==> src/rtl/step_mon_pkg.sv <==
package step_mon_pkg;

    // Zero-run tracker states: how many of the stored samples are zero
    typedef enum logic [1:0] {
        ZS_NONE = 2'd0,
        ZS_ONE  = 2'd1,
        ZS_TWO  = 2'd2
    } zrun_state_e;

endpackage

==> src/rtl/smp_history.sv <==
module smp_history #(
    parameter int DATA_W = 3
) (
    input  logic              clk,
    input  logic              rst,
    input  logic [DATA_W-1:0] sample_i,
    output logic [DATA_W-1:0] prev_o,
    output logic [DATA_W-1:0] prev2_o
);

    logic [DATA_W-1:0] prev_q;
    logic [DATA_W-1:0] prev2_q;

    always_ff @(posedge clk) begin
        if (rst) begin
            prev_q  <= '0;
            prev2_q <= '0;
        end else begin
            prev_q  <= sample_i;
            prev2_q <= prev_q;
        end
    end

    assign prev_o  = prev_q;
    assign prev2_o = prev2_q;

    AST_HIST_RESET: assert property (@(posedge clk) rst |=> (prev_q == '0 && prev2_q == '0));
    AST_HIST_SHIFT: assert property (@(posedge clk) disable iff (rst)
        !rst |=> (prev_q == $past(sample_i) && prev2_q == $past(prev_q)));

endmodule

==> src/rtl/drop_detect.sv <==
module drop_detect #(
    parameter int DATA_W = 3,
    parameter int STEP   = 2
) (
    input  logic [DATA_W-1:0] prev_i,
    input  logic [DATA_W-1:0] sample_i,
    output logic              inc_o
);

    // One extra bit keeps sample + STEP from wrapping
    localparam int SUM_W = DATA_W + 1;

    logic [SUM_W-1:0] bound;
    logic [SUM_W-1:0] prev_w;

    always_comb begin
        bound  = SUM_W'(sample_i) + SUM_W'(STEP);
        prev_w = SUM_W'(prev_i);
        inc_o  = (prev_w > bound);
    end

endmodule

==> src/rtl/zrun_fsm.sv <==
module zrun_fsm
    import step_mon_pkg::*;
#(
    parameter int DATA_W = 3
) (
    input  logic              clk,
    input  logic              rst,
    input  logic [DATA_W-1:0] sample_i,
    output logic              clr_o
);

    zrun_state_e state_q;
    zrun_state_e state_d;
    logic        is_zero;

    assign is_zero = (sample_i == '0);

    // State register; reset enters ZS_TWO since cleared history holds zeros
    always_ff @(posedge clk) begin
        if (rst) state_q <= ZS_TWO;
        else     state_q <= state_d;
    end

    always_comb begin
        state_d = state_q;
        unique case (state_q)
            ZS_NONE: state_d = is_zero ? ZS_ONE : ZS_NONE;
            ZS_ONE:  state_d = is_zero ? ZS_TWO : ZS_NONE;
            ZS_TWO:  state_d = is_zero ? ZS_TWO : ZS_NONE;
            default: state_d = ZS_NONE;
        endcase
    end

    // Output process: third consecutive zero requests a clear
    always_comb begin
        clr_o = 1'b0;
        unique case (state_q)
            ZS_NONE: clr_o = 1'b0;
            ZS_ONE:  clr_o = 1'b0;
            ZS_TWO:  clr_o = is_zero;
            default: clr_o = 1'b0;
        endcase
    end

    AST_ZRUN_ENTER: assert property (@(posedge clk) disable iff (rst)
        (state_q == ZS_ONE && is_zero) |=> (state_q == ZS_TWO));

endmodule

==> src/rtl/evt_counter.sv <==
module evt_counter #(
    parameter int CNT_W = 3
) (
    input  logic             clk,
    input  logic             rst,
    input  logic             clr_i,
    input  logic             inc_i,
    output logic [CNT_W-1:0] cnt_o
);

    logic [CNT_W-1:0] cnt_q;

    always_ff @(posedge clk) begin
        if (rst)        cnt_q <= '0;
        else if (clr_i) cnt_q <= '0;
        else if (inc_i) cnt_q <= cnt_q + 1'b1;
    end

    assign cnt_o = cnt_q;

    AST_CNT_RESET: assert property (@(posedge clk) rst |=> (cnt_q == '0));
    AST_CLR_WINS:  assert property (@(posedge clk) disable iff (rst)
        clr_i |=> (cnt_q == '0));
    AST_INC_WRAP:  assert property (@(posedge clk) disable iff (rst)
        (inc_i && !clr_i) |=> (cnt_q == CNT_W'($past(cnt_q) + 1'b1)));
    AST_CNT_HOLD:  assert property (@(posedge clk) disable iff (rst)
        (!inc_i && !clr_i) |=> $stable(cnt_q));

endmodule

==> src/rtl/step_drop_counter.sv <==
module step_drop_counter #(
    parameter int DATA_W = 3,
    parameter int CNT_W  = 3,
    parameter int STEP   = 2
) (
    input  logic              clk,
    input  logic              rst,
    input  logic [DATA_W-1:0] sample_in,
    output logic [CNT_W-1:0]  event_count
);

    logic [DATA_W-1:0] prev;
    logic [DATA_W-1:0] prev2;
    logic              step_inc;
    logic              run_clr;

    smp_history #(.DATA_W(DATA_W)) u_hist (
        .clk      (clk),
        .rst      (rst),
        .sample_i (sample_in),
        .prev_o   (prev),
        .prev2_o  (prev2)
    );

    drop_detect #(.DATA_W(DATA_W), .STEP(STEP)) u_detect (
        .prev_i   (prev),
        .sample_i (sample_in),
        .inc_o    (step_inc)
    );

    zrun_fsm #(.DATA_W(DATA_W)) u_zrun (
        .clk      (clk),
        .rst      (rst),
        .sample_i (sample_in),
        .clr_o    (run_clr)
    );

    evt_counter #(.CNT_W(CNT_W)) u_cnt (
        .clk   (clk),
        .rst   (rst),
        .clr_i (run_clr),
        .inc_i (step_inc),
        .cnt_o (event_count)
    );

    // History (separate registers) against the count driven by the tracker path
    AST_ZERO_RUN: assert property (@(posedge clk) disable iff (rst)
        (sample_in == '0 && prev == '0 && prev2 == '0) |=> (event_count == '0));

endmodule

==> config.mk <==
export PLATFORM = sky130hd
export DESIGN_NAME = step_drop_counter
export DESIGN_NICKNAME = d
export VERILOG_FILES = /design/src/rtl/step_mon_pkg.sv /design/src/rtl/smp_history.sv /design/src/rtl/drop_detect.sv /design/src/rtl/zrun_fsm.sv /design/src/rtl/evt_counter.sv /design/src/rtl/step_drop_counter.sv
export SDC_FILE = /design/constraint.sdc
export NUM_CORES = 1
export LEC_CHECK = 0
export ABC_AREA = 1
export BUFFER_PORTS_ARGS = -buffer_cell sky130_fd_sc_hd__buf_2
export CORE_MARGIN = 3
export CORE_UTILIZATION = 30
export CTS_CLUSTER_DIAMETER = 30
export DETAILED_ROUTE_END_ITERATION = 8
export GPL_ROUTABILITY_DRIVEN = 1
export MAX_ROUTING_LAYER = met4
export SLEW_MARGIN = 10
export SYNTH_ARGS = -nofsm -noshare
export SYNTH_HDL_FRONTEND = slang
export SYNTH_SLANG_ARGS = --single-unit
==> constraint.sdc <==
create_clock -name clk -period 2.42 [get_ports clk]
set_input_delay 0.121 -clock clk [delete_from_list [all_inputs] [get_ports clk]]
set_output_delay 0.121 -clock clk [all_outputs]
set_load 0.005 [all_outputs]
### After elaboration in Yosys (flattened, before gate mapping)

Cells that the tools add are included.

| word-level totals | value |
|---|---|
| register bits after elaboration | 8 |
| input bits | 5 |

| cells by class | value |
|---|---|
| add/subtract/negate cells | 2 |
| magnitude comparators | 1 |
| equal/unequal tests | 2 |
| muxes and demuxes | 4 |
| reduce and logical (&&, ||, !) cells | 4 |

Operator list:

| cell | number |
|---|---|
| adder 3 x 2 -> 4 bit (second input constant) | 1 |
| greater-than comparator 3 x 4 -> 1 bit | 1 |
| case mux 2 bit (2 select lines) | 1 |
| OR reduction 2 bit | 2 |
| adder 3 x 1 -> 3 bit (second input constant) | 1 |
| logical NOT 3 bit | 1 |
| equality test 2 x 1 -> 1 bit (second input constant) | 1 |
| equality test 2 bit (second input constant) | 1 |
| logical NOT 2 bit | 1 |
| 2-to-1 mux 1 bit | 2 |
| 2-to-1 mux 2 bit | 1 |

### Depth between registers and ports, before layout

| logic depth | value |
|---|---|
| depth after elaboration | 3 |
| depth in mapped cells | 10 |
| depth with buffers taken out | 10 |

### Cells and area by module

From an unflattened synthesis, not the netlist that was laid out.

| second synthesis, totals | value |
|---|---|
| cells, all modules | 72 |
| area total of the unflattened synthesis | 536.8 sq um |

By module, submodules not included:

| module | instances | cells each | area an instance (sq um) | sequential area each (sq um) |
|---|---|---|---|---|
| smp_history | 1 | 18 | 165.2 | 120.1 |
| evt_counter | 1 | 19 | 138.9 | 60.1 |
| zrun_fsm | 1 | 19 | 133.9 | 40.0 |
| drop_detect | 1 | 16 | 98.8 | 0.0 |

### Worst setup path after synthesis

No wires, ideal clock.

| timing path | value |
|---|---|
| path kind | input to register |
| start point | in sample_in[1] |
| end point | reg u_cnt.cnt_q[0], in the netlist u_cnt.cnt_o[0] |
| library setup time | 0.115 ns |
| arrival | 1.077 ns |
| data required time | 2.305 ns |
| slack | 1.228 ns |
| cell stages on the path | 9 |
| path buffers | 0 |
| cells stage by stage | ha_1 -> inv_1 -> ha_1 -> nand2_2 -> inv_2 -> nand2_4 -> nand2_4 -> a21oi_1 -> nor2_1 |

| on the way | value |
|---|---|
| cells in the longest elaborated chain, start to end | 3 |
| elaborated cells between the ends (all ways) | 5 |
| classes of those cells | add/sub (1); order compare (1); mux (1); reduce/logical (2) |

RTL lines:

| what | line | text |
|---|---|---|
| from (decl) | step_drop_counter.sv:8 | `input logic [DATA_W-1:0] sample_in,` |
| parallel branches: the longest is 3 deep, another holds adder 3 x 2 -> 4 bit | n/a |  |
| to (signal assigned) | evt_counter.sv:16 | `else if (inc_i) cnt_q <= cnt_q + 1'b1;` |
| to (decl) | evt_counter.sv:11 | `logic [CNT_W-1:0] cnt_q;` |

Several ways; the timed one is not identified.
A chain may end at the register's enable or synchronous reset.

### Final worst setup path

| timing path | value |
|---|---|
| start point | reg u_hist.prev_q[2], in the netlist u_hist.prev_o[2] |
| end point | reg u_cnt.cnt_q[2], in the netlist u_cnt.cnt_o[2] |

| on the way | value |
|---|---|
| cells in the longest elaborated chain, start to end | 1 |

RTL lines:

| what | line | text |
|---|---|---|
| from (decl) | smp_history.sv:11 | `logic [DATA_W-1:0] prev_q;` |
| from (signal assigned) | smp_history.sv:19 | `prev_q <= sample_i;` |
| greater-than comparator 3 x 4 -> 1 bit | drop_detect.sv:19 | `inc_o = (prev_w > bound);` |

Every way passes these cells.

==> reports/results.ini <==
[setup_path]
worstPathRequired_ns=2.57
path_buf_inv=0
critPathLaunchType=flip-flop
crit_fanout=2
crit_arrival_ns=1.32
cpMostUsedCell=nor2_1
criticalPathCategory=reg2reg
crit_path_max_incr_delay_ns=0.30
crit_chain=ha_1 > nand2_2 > nor2_2 > nor2_1 > nand3_1 > nand2_1 > nor2_1
crit_slowest_cell=dfxtp_1
endpoint_kind=flip-flop
cp_top_family=simple AND/OR/NAND/NOR gates
r2r_slack_ns=1.24

[logic_synthesis]
ys_seq_area_frac=0.333
syn_area_sq_um=480
synth.net_count=75
synthCells=62
syn_area_per_cell_sq_um=7.75
synth-seq-cells=8
synth_warnings=0
synthDistinctLibCells=15

[grt]
grt_antenna_before_repair=0
grt-ovfl-total=0
grt_util_met2=0.113
use_met1=0.0965
grt_max_degree=7
grtUsageMet3=0.0119
grt_pass1_vias=313
gr-usage-all-layers=0.0821
top_usage_layer=met2
grt_pass1_wl_mm=1.12

[route]
wl_per_cell_um=8.32
drtAntennaViolNets=0
dr.pass1.iters=4
post-route-drc-count=0
wirelength_um=724
via_count=375
drt_iter0_drc=15
avgViaCountPerCell=4.31

[sta]
rsz0062_at_grt=false
fin_ws_ns=1.24
fin_tns_setup_ns=0
finalSetupViolations=0
fin_crit_ns=1.18
fmax_ghz=0.849
drv_slew=0
skew_ns=0.00141
worst-slew-pin-transition_ns=0.184
hold_violations=0
period_share=0.486
slew_headroom=0.877
hold_ws_ns=0.0951

[clocking]
clock_latency_ns=0.25
cts_tree=done
cts_resized=0
post-cts-setup-buffers=0
clk_pin_slew_worst_paths_ns=0.06
cts_sinks=8
clockBufferDepth=2
htree_levels=1
numCtsBuffers=3
cts_hold_buf=0
cts_root_buf=clkbuf_4

[final_layout]
nets=87
antennaDiodeCount=0
final_common_cell=inv_1
area_delta_synth_final_pct=15.9
final_cell_mix=inv_1 (12), ha_1 (8), dfxtp_1 (8)
drive_above_1_share=0.292

[status]
status=complete, no violations

[placement]
place_congestion=0.680
port_buffers=7
dp_worst_setup_slack_ns=1.01

[pwr]
p_per_area_nw_per_um2=558
irDropWorstVdd_uv=181
cellLeakagePower_nw=0.309

[die]
die_h_um=46.0
die-area_sq_um=2120
row_count=13
ios=8
die_w_um=46.0
start_util=0.343
core_sq_um=1400

[job]
cap_violations=0

[hold_path]
hold_path_class=in2reg

sequential cells by signal, indices dropped and copies added (netlist names):
register and count:
u_zrun.state_q 2, u_cnt.cnt_o 3, u_hist.prev_o 3
final cells by class:
class / count / area (sq um)
Multi-Input combinational cell: 36 / 253
Sequential cell: 8 / 160
Inverter: 18 / 67.6
Tap cell: 15 / 18.8
Clock buffer: 3 / 22.5
Fill cell: 152 / 842
Timing Repair Buffer: 7 / 35.0
where the power goes:
| part | internal [mW] | leakage, nW | total, mW | switching [mW] |
|---|---|---|---|---|
| Combinational | 0.0264 | 0.229 | 0.0628 | 0.0364 |
| Sequential | 0.140 | 0.0660 | 0.145 | 0.00519 |
| Clock | 0.0568 | 0.0138 | 0.103 | 0.0459 |
per-layer routing:
layer	up-vias	wire, um
met5	-	0
met4	0	8
met3	2	18
met2	9	342
met1	159	354
li1	205	-
cell families (layout without fill, tap and decap cells):
family | after synthesis | after routing | synth area share
DFF | 8 | 8 | 0.333
and+or+nand+nor | 23 | 23 | 0.266
buffers and inverters | 18 | 28 | 0.141
adders and majority gates | 8 | 8 | 0.208
AOI/OAI and AO/OA | 5 | 5 | 0.0521
final timing paths:
| kind | startpoint | to | cells past startpoint |
|---|---|---|---|
| max | u_hist.prev_o[2] | u_cnt.cnt_o[2] | 7 |
| max reg2reg | u_hist.prev_o[2] | u_cnt.cnt_o[2] | 7 |
| min reg2reg | u_cnt.cnt_o[1] | u_cnt.cnt_o[1] | 2 |
| min | rst | u_hist.prev_o[0] | 2 |
Yosys cell counts (all sizes together):
library cell	number	area, sq um
clkinv	1	3.75
nand2	10	55.1
o21ai	2	10.0
a21oi	3	15.0
ha	8	100
nor4b	1	15.0
dfxtp	8	160
inv	17	63.8
nand3	4	25.0
nor2	8	32.5
worst register-to-register path, cell delays in order (launching register included):
cell	delay, ns
dfxtp_1	0.30
ha_1	0.29
nand2_2	0.09
nor2_2	0.04
nor2_1	0.15
nand3_1	0.10
nand2_1	0.06
nor2_1	0.04
stage by stage:
stage / utilization / cells / area [sq um] / power, mW
3_3_place_gp: 0.382 / 84 / 534 / 0.211
6_report: 0.398 / 87 / 557 / 0.311
3_5_place_dp: 0.382 / 84 / 534 / 0.213
4_1_cts: 0.398 / 87 / 557 / 0.318
2_1_floorplan: - / 62 / 480 / 0.195
5_1_grt: 0.398 / 87 / 557 / 0.332
No activity file was read; power rests on OpenSTA's default activity.
